File: config.mk
export PLATFORM = sky130hd
export DESIGN_NAME = adc_tpg_top
export DESIGN_NICKNAME = d
export VERILOG_FILES = /design/src/rtl/adc_tpg_pkg.sv /design/src/rtl/adc_tpg_lfsr.sv /design/src/rtl/adc_tpg_seq.sv /design/src/rtl/adc_tpg_top.sv
export SDC_FILE = /design/constraint.sdc
export NUM_CORES = 1
export LEC_CHECK = 0
export BUFFER_PORTS_ARGS = -buffer_cell sky130_fd_sc_hd__buf_4
export CAP_MARGIN = 30
export CORE_MARGIN = 8
export CORE_UTILIZATION = 44
export DETAILED_ROUTE_END_ITERATION = 16
export GPL_TIMING_DRIVEN = 0
export PLACE_DENSITY = 0.63
export RECOVER_POWER = 100
export SETUP_SLACK_MARGIN = 0.2
export SLEW_MARGIN = 40
export SYNTH_ARGS = -nofsm -noshare
export SYNTH_HDL_FRONTEND = slang
export SYNTH_SLANG_ARGS = --single-unit
File: constraint.sdc
create_clock -name clk -period 2.8 [get_ports clk]
set_clock_uncertainty 0.2 [all_clocks]
set_input_delay 0 -clock clk [delete_from_list [all_inputs] [get_ports clk]]
set_output_delay 0 -clock clk [all_outputs]
set_load 0.1 [all_outputs]
File: src/rtl/adc_tpg_pkg.sv
package adc_tpg_pkg;
    localparam int WORD_W = 12;

    typedef enum logic [3:0] {
        MODE_LIVE     = 4'h0,
        MODE_MID      = 4'h1,
        MODE_POS_FS   = 4'h2,
        MODE_NEG_FS   = 4'h3,
        MODE_CHECKER  = 4'h4,
        MODE_PN_LONG  = 4'h5,
        MODE_PN_SHORT = 4'h6,
        MODE_TOGGLE   = 4'h7,
        MODE_USER     = 4'h8,
        MODE_RAMP     = 4'hF
    } tpg_mode_e;

    typedef enum logic [1:0] {
        PLAY_REP_A    = 2'b00,
        PLAY_ALT      = 2'b01,
        PLAY_ONCE_A   = 2'b10,
        PLAY_ALT_ONCE = 2'b11
    } tpg_play_e;

    // Alternating-bit word: MSB set when phase is 0
    function automatic logic [WORD_W-1:0] checker_word(input logic phase);
        logic [WORD_W-1:0] w;
        for (int i = 0; i < WORD_W; i++) begin
            w[i] = ((i % 2) == 1) ^ phase;
        end
        return w;
    endfunction
endpackage

File: src/rtl/adc_tpg_lfsr.sv
module adc_tpg_lfsr #(
    parameter int W      = 23,
    parameter int TAP_HI = 22,
    parameter int TAP_LO = 17,
    parameter int OUT_W  = 12
) (
    input  logic             clk,
    input  logic             rst_n,
    input  logic             restart_i,
    input  logic             reseed_i,
    input  logic             adv_i,
    output logic [OUT_W-1:0] word_o
);
    localparam logic [W-1:0] SEED = '1;
    localparam int PAD = (OUT_W > W) ? (OUT_W - W) : 1;

    typedef struct packed {
        logic [W-1:0] st;
    } lfsr_state_t;

    lfsr_state_t state_d, state_q;
    logic [W-1:0] eff;

    always_comb begin
        eff     = restart_i ? SEED : state_q.st;
        state_d = state_q;
        if (reseed_i) begin
            state_d.st = SEED;
        end else if (adv_i) begin
            state_d.st = {eff[W-2:0], eff[TAP_HI] ^ eff[TAP_LO]};
        end else begin
            state_d.st = eff;
        end
    end

    generate
        if (W >= OUT_W) begin : g_wide
            assign word_o = eff[W-1 -: OUT_W];
        end else begin : g_narrow
            assign word_o = {eff, {PAD{1'b0}}};
        end
    endgenerate

    always_ff @(posedge clk or negedge rst_n) begin
        if (!rst_n) state_q <= '{st: SEED};
        else        state_q <= state_d;
    end
endmodule

File: src/rtl/adc_tpg_seq.sv
module adc_tpg_seq #(
    parameter int RAMP_W = 12
) (
    input  logic              clk,
    input  logic              rst_n,
    input  logic              restart_i,
    input  logic              adv_i,
    input  logic [1:0]        play_i,
    output logic              phase_o,
    output logic [RAMP_W-1:0] ramp_o,
    output logic              usel_o
);
    import adc_tpg_pkg::*;

    typedef struct packed {
        logic              phase;
        logic [RAMP_W-1:0] ramp;
        logic              uidx;
    } seq_state_t;

    seq_state_t state_d, state_q, eff;

    always_comb begin
        eff     = restart_i ? '0 : state_q;
        state_d = eff;
        if (adv_i) begin
            state_d.phase = ~eff.phase;
            state_d.ramp  = eff.ramp + RAMP_W'(1);
            case (play_i)
                PLAY_ALT:      state_d.uidx = ~eff.uidx;
                PLAY_ALT_ONCE: state_d.uidx = 1'b1;
                default:       state_d.uidx = 1'b0;
            endcase
        end
        phase_o = eff.phase;
        ramp_o  = eff.ramp;
        usel_o  = eff.uidx;
    end

    always_ff @(posedge clk or negedge rst_n) begin
        if (!rst_n) state_q <= '0;
        else        state_q <= state_d;
    end
endmodule

File: src/rtl/adc_tpg_top.sv
module adc_tpg_top
    import adc_tpg_pkg::*;
(
    input  logic              clk,
    input  logic              rst_n,
    input  logic              smp_vld_i,
    input  logic [WORD_W-1:0] smp_i,
    input  logic [3:0]        mode_i,
    input  logic [1:0]        play_i,
    input  logic              pn_long_rst_i,
    input  logic              pn_short_rst_i,
    input  logic [WORD_W-1:0] user_a_i,
    input  logic [WORD_W-1:0] user_b_i,
    output logic [WORD_W-1:0] word_o,
    output logic              word_vld_o
);
    localparam int CFG_W = 6;

    typedef struct packed {
        logic [CFG_W-1:0]  cfg;
        logic [WORD_W-1:0] word;
        logic              vld;
    } top_state_t;

    top_state_t state_d, state_q;
    logic restart;
    logic phase, usel;
    logic [WORD_W-1:0] ramp, pn_long, pn_short, sel;

    assign restart = ({mode_i, play_i} != state_q.cfg);

    adc_tpg_lfsr #(.W(23), .TAP_HI(22), .TAP_LO(17), .OUT_W(WORD_W)) u_pn_long (
        .clk(clk), .rst_n(rst_n), .restart_i(restart), .reseed_i(pn_long_rst_i),
        .adv_i(smp_vld_i), .word_o(pn_long)
    );

    adc_tpg_lfsr #(.W(9), .TAP_HI(8), .TAP_LO(4), .OUT_W(WORD_W)) u_pn_short (
        .clk(clk), .rst_n(rst_n), .restart_i(restart), .reseed_i(pn_short_rst_i),
        .adv_i(smp_vld_i), .word_o(pn_short)
    );

    adc_tpg_seq #(.RAMP_W(WORD_W)) u_seq (
        .clk(clk), .rst_n(rst_n), .restart_i(restart), .adv_i(smp_vld_i),
        .play_i(play_i), .phase_o(phase), .ramp_o(ramp), .usel_o(usel)
    );

    always_comb begin
        case (mode_i)
            MODE_MID:      sel = {1'b1, {(WORD_W-1){1'b0}}};
            MODE_POS_FS:   sel = '1;
            MODE_NEG_FS:   sel = '0;
            MODE_CHECKER:  sel = checker_word(phase);
            MODE_PN_LONG:  sel = pn_long;
            MODE_PN_SHORT: sel = pn_short;
            MODE_TOGGLE:   sel = phase ? '0 : '1;
            MODE_USER:     sel = usel ? user_b_i : user_a_i;
            MODE_RAMP:     sel = ramp;
            default:       sel = smp_i;
        endcase
    end

    always_comb begin
        state_d      = state_q;
        state_d.cfg  = {mode_i, play_i};
        state_d.vld  = smp_vld_i;
        if (smp_vld_i) state_d.word = sel;
    end

    always_ff @(posedge clk or negedge rst_n) begin
        if (!rst_n) state_q <= '0;
        else        state_q <= state_d;
    end

    assign word_o     = state_q.word;
    assign word_vld_o = state_q.vld;
endmodule

# Word level (Yosys, flattened, before mapping)
# Index checks and enable logic that the tools add are counted.
[totals]
regBits = 65
output_inout_bits = 13
word_cells = 37
[op_classes]
add_sub_neg = 1
eq_ne = 12
muxes = 12
bitwise = 4
[ops]
columns = ["operator", "count"]
rows = [
  ["$pmux W12 S9", 1],
  ["$mux W23", 3],
  ["$mux W14", 2],
  ["$mux W9", 3],
  ["$mux W12", 2],
  ["$eq A4 B3 Y1 const B", 4],
  ["$add A12 B1 Y12 const B", 1],
  ["$eq A4 B2 Y1 const B", 2],
  ["$eq A4 B4 Y1 const B", 2],
  ["$ne A6 B6 Y1", 1],
  ["$eq A4 B1 Y1 const B", 1],
  ["$eq A2 B1 Y1 const B", 1],
  ["$eq A2 B2 Y1 const B", 1],
  ["$not A1 Y1", 2],
  ["$pmux W1 S2", 1],
  ["$xor A1 B1 Y1", 2],
]

# Logic depth before layout (Yosys ltp)
# Gate-level depths: netlist of the first run.
[logic_depth]
word_depth = 5
depth_mapped = 11
depth_no_buf = 9

# Modules after synthesis
# Synthesis of the first run repeated with hierarchy kept, for this count alone.
[unflattened]
cells_unflattened = 388
area_unflattened_um2 = 4010.1
[modules_own_cells]
columns = ["module", "instances", "cells_per_inst", "area_each_um2", "seq_area_each_um2"]
rows = [
  ["adc_tpg_top", 1, 182, 1611.5, 475.5],
  ["adc_tpg_lfsr at u_pn_long", 1, 91, 1094.8, 604.3],
  ["adc_tpg_seq", 1, 70, 823.3, 350.3],
  ["adc_tpg_lfsr at u_pn_short", 1, 45, 480.5, 236.5],
]

# Worst setup path before layout of the first run
# No wires, ideal clock.
[synth_path]
path_type = "flip-flop to flip-flop"
start = "register state_q[14] in the netlist's numbering"
end = "register u_seq.state_q[11] in the netlist's numbering"
setup_time_ps = 121
t_arrival_ps = 1824
required_time_ps = 2479
path_slack_ps = 654
path_stages_with_launch = 11
path_buffers = 1
period_less_slack_ps = 2146
path_cell_list = "dfrtp_1 -> xnor2_1 -> and4_1 -> buf_2 -> and3_1 -> ha_1 -> nand3_1 -> nor2_1 -> nand4_1 -> xor2_1 -> nor2_1"
[synth_rtl]
columns = ["element", "line_no", "rtl"]
rows = [
  ["from (decl)", "adc_tpg_top.sv:25", "top_state_t state_d, state_q;"],
  ["from (signal assigned)", "adc_tpg_top.sv:71", "else state_q <= state_d;"],
  ["to (signal assigned)", "adc_tpg_seq.sv:42", "else state_q <= state_d;"],
  ["to (decl)", "adc_tpg_seq.sv:21", "seq_state_t state_d, state_q, eff;"],
]

# Final worst setup path of the first run
[layout_path]
start = "input port mode_i[0]"
end = "register state_q (netlist bit word_o[1])"
[layout_via]
elab_chain_cells = 4
[layout_lines]
columns = ["element", "line_no", "rtl"]
rows = [
  ["from (decl)", "adc_tpg_top.sv:8", "input logic [3:0] mode_i,"],
  ["$ne A6 B6 Y1", "adc_tpg_top.sv:30", "assign restart = ({mode_i, play_i} != state_q.cfg);"],
  ["$mux W14", "adc_tpg_seq.sv:24", "eff = restart_i ? '0 : state_q;"],
  ["$mux W12, or another cell as far along", "adc_tpg_top.sv:56", "MODE_USER: sel = usel ? user_b_i : user_a_i;"],
  ["$pmux W12 S9 *", "adc_tpg_top.sv:48", "case (mode_i)"],
]
# Every way passes the cells marked *; elsewhere a longest branch is shown, timed or not.
# A chain may end at the register's enable or synchronous reset.

==> results of run 1 <==
-- routing by layer --
layer  routed length, um  global-route usage [%]  up-vias  share of wire, %
met1                4755                   25.28     1552                45
met2                4884                   29.70      120                46
met5                   0                       0        -                 0
met3                 765                   4.079       12               7.3
met4                 128                   7.839        0               1.2
li1                    -                       -     1581                 -
-- sequential cells by signal (all words and copies together), names as in the netlist --
| register | flops |
|---|---|
| state_q | 6 |
| u_pn_short.state_q | 9 |
| word_o | 12 |
| u_seq.state_q | 14 |
| word_vld_o | 1 |
| u_pn_long.state_q | 23 |
-- kinds of logic (layout without fill, tap and decap cells) --
group           after synthesis  count (layout)  synth area share (%)
simple gates                116             116                 14.93
mux                          32              32                 8.801
buf+inv                      42             163                 6.370
xor+xnor                     21              21                 5.034
fa+ha+maj                     1               1                0.3424
compound gates               97              97                 18.90
flops                        65              65                 45.62
-- path summary, 6_finish.rpt --
kind                                         to  cells after the start
setup / recovery                      word_o[1]                      9
hold / removal                      state_q[15]                      2
setup reg to reg              u_seq.state_q[11]                     10
hold reg to reg            u_pn_long.state_q[8]                      2
max in group asynchronous             word_o[5]                      2
min in group asynchronous           state_q[16]                      2
-- through the flow --
step | cells | worst slack [ns] | power, uW | util [%]
after global routing | 600 | 0.1012 | 2355 | 58.99
final | 600 | 0.2842 | 2256 | 58.99
after global placement | 538 | 0.2852 | 1525 | 51.98
after floorplan | 374 | 0.6544 | 1365 | -
after CTS | 600 | 0.2434 | 2301 | 59.78
after detailed placement | 538 | 0.2899 | 1528 | 51.98
-- cells in the final DEF, fill, tap and decap left out, types with 9 or more instances in the layout --
master / netlist / layout
sky130_fd_sc_hd__buf_4: 13 / 52
sky130_fd_sc_hd__nand2_1: 48 / 48
sky130_fd_sc_hd__dlygate4sd3_1: 0 / 46
sky130_fd_sc_hd__clkbuf_1: 9 / 40
sky130_fd_sc_hd__dfrtp_1: 33 / 33
sky130_fd_sc_hd__dfstp_2: 32 / 32
sky130_fd_sc_hd__mux2i_1: 31 / 31
sky130_fd_sc_hd__a31oi_1: 22 / 22
sky130_fd_sc_hd__nor2_1: 21 / 20
sky130_fd_sc_hd__xnor2_1: 15 / 13
sky130_fd_sc_hd__a21oi_1: 13 / 13
sky130_fd_sc_hd__o21ai_0: 11 / 11
sky130_fd_sc_hd__nor3_1: 11 / 11
sky130_fd_sc_hd__clkbuf_8: 0 / 11
sky130_fd_sc_hd__nand3_1: 9 / 9
sky130_fd_sc_hd__o21a_1: 9 / 9
-- power by group --
| part | internal (uW) | switching, uW | leakage, uW |
|---|---|---|---|
| registers | 975 | 17.7 | 0.000748 |
| clock network | 370 | 343 | 0.0000910 |
| logic | 190 | 361 | 0.00109 |
-- worst max-delay path, cell delays in order --
cell	delay, ns
sky130_fd_sc_hd__dlygate4sd3_1	0.53
sky130_fd_sc_hd__clkbuf_4	0.13
sky130_fd_sc_hd__buf_2	0.16
sky130_fd_sc_hd__nor4b_1	0.60
sky130_fd_sc_hd__a211o_1	0.25
sky130_fd_sc_hd__clkbuf_1	0.45
sky130_fd_sc_hd__o21a_1	0.17
sky130_fd_sc_hd__a21oi_1	0.05
sky130_fd_sc_hd__a31oi_1	0.21
-- layout make-up --
class	instances	area [um2]
Fill cell	699	3336
Multi-Input combinational cell	267	1772
Sequential cell	65	1667
Timing Repair Buffer	105	829.5
Buffer	39	214.0
Clock buffer	14	162.7
Tap cell	105	131.4
Clock inverter	2	11.26
Inverter	3	11.26
-- timing repair --
item                                   4_1_cts  5_1_grt
endpoints found under the hold margin       89        0
hold buffers                                46        0
resized for setup                            0        8
setup endpoints to repair                    0        2
==> insert_results.sql, run 1 <==
INSERT INTO impl_metrics (metric_group, metric, value, unit) VALUES
('logic_synthesis', 'synth_cell_types', '52', ''),
('logic_synthesis', 'yosys.cell_count.top_type', 'sky130_fd_sc_hd__nand2_1', ''),
('status', 'run_status', 'finished, violations left', ''),
('finish', 'area_growth_from_synthesis_to_layout', '31.34', '%'),
('clock_tree', 'clock_latency', '0.34', 'ns'),
('clock_tree', 'clkSinkCount', '65', ''),
('timing', 'max_freq', '397.5', 'MHz'),
('critical_path', 'setup.worst_path.class', 'in -> reg', ''),
('placement', 'portBuffers', '59', ''),
('logic_synthesis', 'synthTopCellsByArea', 'sky130_fd_sc_hd__dfstp_2, sky130_fd_sc_hd__dfrtp_1, sky130_fd_sc_hd__mux2i_1, sky130_fd_sc_hd__nand2_1, sky130_fd_sc_hd__a31oi_1', ''),
('logic_synthesis', 'post_synthesis_sequential_area_ratio', '45.62', '%'),
('detailed_routing', 'wire_per_inst', '17.56', 'um'),
('run', 'drv.max_cap_violation_count', '1', ''),
('logic_synthesis', 'synth_top_area_share', '23.01', '%'),
('detailed_routing', 'via_per_inst', '5.442', ''),
('placement', 'placement.cell_area', '4228', 'um2'),
('floorplan', 'die-area', '11480', 'um2'),
('detailed_routing', 'drt_drc_violations_left', '0', ''),
('logic_synthesis', 'postSynthAreaPerCell', '9.769', 'um2'),
('placement', 'place.gp.congestion', '0.8577', ''),
('global_routing', 'antenna_found_initial', '0', ''),
('timing', 'period_needed', '2.516', 'ns'),
('critical_path', 'arrival_time_worst_endpoint', '2.57', 'ns'),
('clock_tree', 'clkSlewWorstSetupHoldPaths', '0.06', 'ns'),
('timing', 'fin_crit_sh', '89.85', '%'),
('critical_path', 'startpoint_type', 'input pin', ''),
('floorplan', 'placeableCoreArea', '8134', 'um2'),
('floorplan', 'core_rows', '33', ''),
('critical_path', 'r2r-start', 'state_q[14]', ''),
('placement', 'place.detailed.hpwl', '7339', 'um'),
('timing', 'timing.slew.headroom', '-7.419', '%'),
('clock_tree', 'post_cts.repair.setup_buffers', '0', ''),
('detailed_routing', 'routed_wl', '10530', 'um'),
('clock_tree', 'clock_tree.root_cell', 'sky130_fd_sc_hd__clkbuf_8', ''),
('timing', 'timing.final.max_slew_violations', '66', ''),
('global_routing', 'grt_util_all_layers', '19.13', '%'),
('logic_synthesis', 'synth_edf_count', '0', ''),
('floorplan', 'die_w', '107.1', 'um'),
('global_routing', 'grt_start_max_net_pins', '66', ''),
('logic_synthesis', 'synthesis.instances', '374', ''),
('logic_synthesis', 'commonest_cells_in_the_synthesized_netlist', 'sky130_fd_sc_hd__nand2_1, sky130_fd_sc_hd__dfrtp_1, sky130_fd_sc_hd__dfstp_2', ''),
('logic_synthesis', 'async_flop_share', '100.0', '%'),
('finish', 'postLayoutCellArea', '4798', 'um2'),
('finish', 'antenna_cells', '0', ''),
('detailed_routing', 'initialDrtViolationCount', '241', ''),
('power_and_ir_drop', 'leakage', '0.001924', 'uW'),
('timing', 'setup_viol_count_final', '0', ''),
('floorplan', 'io_pins', '60', ''),
('timing', 'transition_time_at_the_pin_with_the_least_slew_margin', '1.611', 'ns'),
('critical_path', 'worstSetupStartpoint', 'mode_i[0]', ''),
('critical_path', 'reg2reg_slack', '0.31', 'ns'),
('floorplan', 'initial_utilization', '44.92', '%'),
('finish', 'fin_nets', '538', ''),
('floorplan', 'chipHeight', '107.1', 'um'),
('status', 'failed_checks', 'max-capacitance violations, max-slew violations', ''),
('timing', 'rsz0062_at_grt', 'false', ''),
('clock_tree', 'cts_made_buffers', '9', ''),
('logic_synthesis', 'mappedNetlistNets', '422', ''),
('timing', 'timing.hold.ws', '0.1397', 'ns'),
('min_path', 'min-delay-path-class', 'in -> reg', ''),
('power_and_ir_drop', 'power_per_cell_area', '470.2', 'nW/um2'),
('critical_path', 'maximum_fanout_along_the_worst_path', '10', ''),
('detailed_routing', 'via_count', '3265', ''),
('logic_synthesis', 'ys_ff_latch', '65', ''),
('power_and_ir_drop', 'peakVddDrop', '0.3124', 'mV'),
('timing', 'setup_tns', '0', 'ns'),
('finish', 'drive_above_1_share', '24.24', '%'),
('global_routing', 'grt_overflow_total', '0', ''),
('clock_tree', 'h-tree-depth', '3', ''),
('logic_synthesis', 'post_synth_instance_area', '3654', 'um2'),
('timing', 'final-hold-violation-count', '0', '');
(Power assumes the default switching activity.)
==> run 2, diff against run 1 <==
--- a/config.mk
+++ b/config.mk
@@ -11,7 +11,7 @@
 export CORE_UTILIZATION = 44
 export DETAILED_ROUTE_END_ITERATION = 16
 export GPL_TIMING_DRIVEN = 0
-export PLACE_DENSITY = 0.63
+export PLACE_DENSITY_LB_ADDON = 0.2
 export RECOVER_POWER = 100
 export SETUP_SLACK_MARGIN = 0.2
 export SLEW_MARGIN = 40
==> insert_results.sql, run 2 (synthesis gave the netlist of run 1 again) <==
INSERT INTO impl_metrics (metric_group, metric, value, unit) VALUES
('finish', 'fin_nets', '538', ''),
('critical_path', 'rr_endpoint', 'u_seq.state_q[11]', ''),
('critical_path', 'arrival_time_worst_endpoint', '2.67', 'ns'),
('critical_path', 'r2r-start', 'state_q[16]', ''),
('placement', 'place.gp.congestion', '0.8748', ''),
('detailed_routing', 'via_per_inst', '5.470', ''),
('timing', 'final-hold-violation-count', '0', ''),
('floorplan', 'io_pins', '60', ''),
('clock_tree', 'tritoncts', 'built', ''),
('detailed_routing', 'drt_drc_violations_left', '0', ''),
('finish', 'registers.top_by_ff_count', 'u_pn_long.state_q', ''),
('critical_path', 'maximum_fanout_along_the_worst_path', '10', ''),
('power_and_ir_drop', 'power_per_cell_area', '502.9', 'nW/um2'),
('global_routing', 'grt_util_all_layers', '19.51', '%'),
('clock_tree', 'cts_made_buffers', '9', ''),
('floorplan', 'core_rows', '33', ''),
('timing', 'timing.final.max_slew_violations', '66', ''),
('finish', 'area_growth_from_synthesis_to_layout', '32.88', '%'),
('finish', 'antenna_cells', '0', ''),
('clock_tree', 'cts_buffer_depth', '2', ''),
('global_routing', 'globalRouteMet3Util', '4.379', '%'),
('detailed_routing', 'drtAntennaViolNets', '0', ''),
('clock_tree', 'clock_latency', '0.34', 'ns'),
('status', 'run_status', 'finished, violations left', ''),
('timing', 'rsz0062_at_grt', 'false', ''),
('floorplan', 'die-area', '11480', 'um2'),
('global_routing', 'grt_overflow_total', '0', ''),
('critical_path', 'reg2reg_slack', '0.37', 'ns'),
('min_path', 'whs_endpoint', 'state_q[15]', ''),
('global_routing', 'grt_pass1_wl', '17660', 'um'),
('timing', 'fin_crit_sh', '92.90', '%'),
('detailed_routing', 'wire_per_inst', '18.03', 'um'),
('finish', 'final_cell_mix', 'sky130_fd_sc_hd__buf_4, sky130_fd_sc_hd__nand2_1, sky130_fd_sc_hd__dlygate4sd3_1', ''),
('min_path', 'hold-path-cell-count', '2', ''),
('floorplan', 'placeableCoreArea', '8134', 'um2'),
('global_routing', 'busiest_layer', 'met2', ''),
('detailed_routing', 'via_count', '3282', ''),
('clock_tree', 'clkSinkCount', '65', ''),
('status', 'failed_checks', 'max-capacitance violations, max-slew violations', ''),
('run', 'drv.max_cap_violation_count', '1', ''),
('detailed_routing', 'routed_wl', '10820', 'um'),
('power_and_ir_drop', 'design_power_total', '2441', 'uW'),
('critical_path', 'setup.worst_path.class', 'in -> reg', ''),
('global_routing', 'grt_start_max_net_pins', '66', ''),
('global_routing', 'antenna_found_initial', '0', ''),
('clock_tree', 'clkSlewWorstSetupHoldPaths', '0.07', 'ns'),
('critical_path', 'endpoint_kind', 'flip-flop', ''),
('placement', 'portBuffers', '59', ''),
('timing', 'timing.slew.headroom', '-6.638', '%'),
('detailed_routing', 'detailedRoute.firstPassIterationCount', '5', ''),
('critical_path', 'startpoint_type', 'input pin', ''),
('global_routing', 'global_route.usage.met2', '32.92', '%'),
('global_routing', 'first_global_vias', '3348', ''),
('placement', 'place.detailed.hpwl', '7354', 'um'),
('power_and_ir_drop', 'leakage', '0.001947', 'uW'),
('floorplan', 'die_w', '107.1', 'um'),
('clock_tree', 'post_cts.repair.setup_buffers', '0', ''),
('finish', 'mostFrequentLayoutCell', 'sky130_fd_sc_hd__buf_4', ''),
('finish', 'largest_reg_flops', '23', ''),
('clock_tree', 'clock_tree.root_cell', 'sky130_fd_sc_hd__clkbuf_8', ''),
('global_routing', 'grt_use_met1', '24.30', '%'),
('timing', 'max_freq', '384.4', 'MHz'),
('detailed_routing', 'initialDrtViolationCount', '264', ''),
('power_and_ir_drop', 'peakVddDrop', '0.2483', 'mV'),
('min_path', 'worst_hold_startpoint', 'mode_i[0]', ''),
('floorplan', 'initial_utilization', '44.92', '%'),
('floorplan', 'chipHeight', '107.1', 'um'),
('timing', 'transition_time_at_the_pin_with_the_least_slew_margin', '1.600', 'ns'),
('clock_tree', 'h-tree-depth', '3', ''),
('min_path', 'min-delay-path-class', 'in -> reg', ''),
('timing', 'setup_tns', '0', 'ns'),
('finish', 'drive_above_1_share', '25.05', '%'),
('timing', 'setup_viol_count_final', '0', ''),
('critical_path', 'worst_ep_required_time', '2.87', 'ns'),
('critical_path', 'reg2regPathDepth', '10', ''),
('timing', 'period_needed', '2.601', 'ns');
==> run 2: changes by cell type in the layout (fill, tap and decap cells not counted), sizes merged <==
cell    before  now
buf         59   61
bufinv       0    2
clkbuf      53   51
clkinv       1    0
inv          4    3
==> run 2: critical path, stage by stage <==
cell and delay, ns:
sky130_fd_sc_hd__dlygate4sd3_1 0.54, sky130_fd_sc_hd__clkbuf_4 0.14, sky130_fd_sc_hd__buf_2 0.16, sky130_fd_sc_hd__nor4b_1 0.67, sky130_fd_sc_hd__a211o_1 0.27, sky130_fd_sc_hd__clkbuf_1 0.46
sky130_fd_sc_hd__nor3_1 0.08, sky130_fd_sc_hd__o21bai_1 0.17, sky130_fd_sc_hd__a31oi_1 0.17
==> run 2: report_power, final <==
| group | switching [uW] | total (uW) | internal [uW] |
|---|---|---|---|
| Combinational | 361 | 553 | 191 |
| Sequential | 17.5 | 992 | 975 |
| Clock | 344 | 896 | 552 |
| Total | 723 | 2440 | 1720 |
==> run 2: how the worst max path moves through the flow <==
stage / to / start / slack (ns)
floorplan: u_seq.state_q[11] / state_q[14] / 0.65
global placement: u_seq.state_q[11] / state_q[13] / 0.31
detailed placement: u_seq.state_q[11] / state_q[13] / 0.30
CTS: u_seq.state_q[11] / mode_i[0] / 0.25
global route: word_o[4] / mode_i[0] / 0.12
finish: word_o[8] / mode_i[0] / 0.20
==> run 2: what timing repair did <==
item	in CTS	in global routing
hold buffers	46	0
endpoints found under the setup margin	0	2
endpoints found under the hold margin	86	0
gates resized for setup	0	9
==> run 2: layout make-up <==
cell class / count / area, um2
clock buffer: 14 / 162.7
clock inverter: 2 / 60.06
inverter: 3 / 11.26
multi-input combinational: 267 / 1777
fill: 709 / 3279
timing repair buffer: 105 / 829.5
buffer: 39 / 216.5
tap: 105 / 131.4
sequential: 65 / 1667
==> run 2: routing by layer <==
layer	wire length, um	part of all wire (%)	vias to the layer above
met5	0	0	-
met4	108	1.0	0
met3	700	6.5	10
met2	5144	48	115
met1	4867	45	1574
li1	-	-	1583
==> run 2: through the flow <==
stage | hold slack, ns | instance area (um2) | utilization, % | worst slack [ns] | cells
6_report | 0.1540 | 4855 | 59.68 | 0.1989 | 600
5_1_grt | 0.1509 | 4855 | 59.68 | 0.1160 | 600
4_1_cts | 0.1153 | 4911 | 60.38 | 0.2541 | 600
3_5_place_dp | -0.08224 | 4228 | 51.98 | 0.2951 | 538
3_3_place_gp | -0.08339 | 4228 | 51.98 | 0.3111 | 538
2_1_floorplan | -0.4956 | 3654 | - | 0.6544 | 374
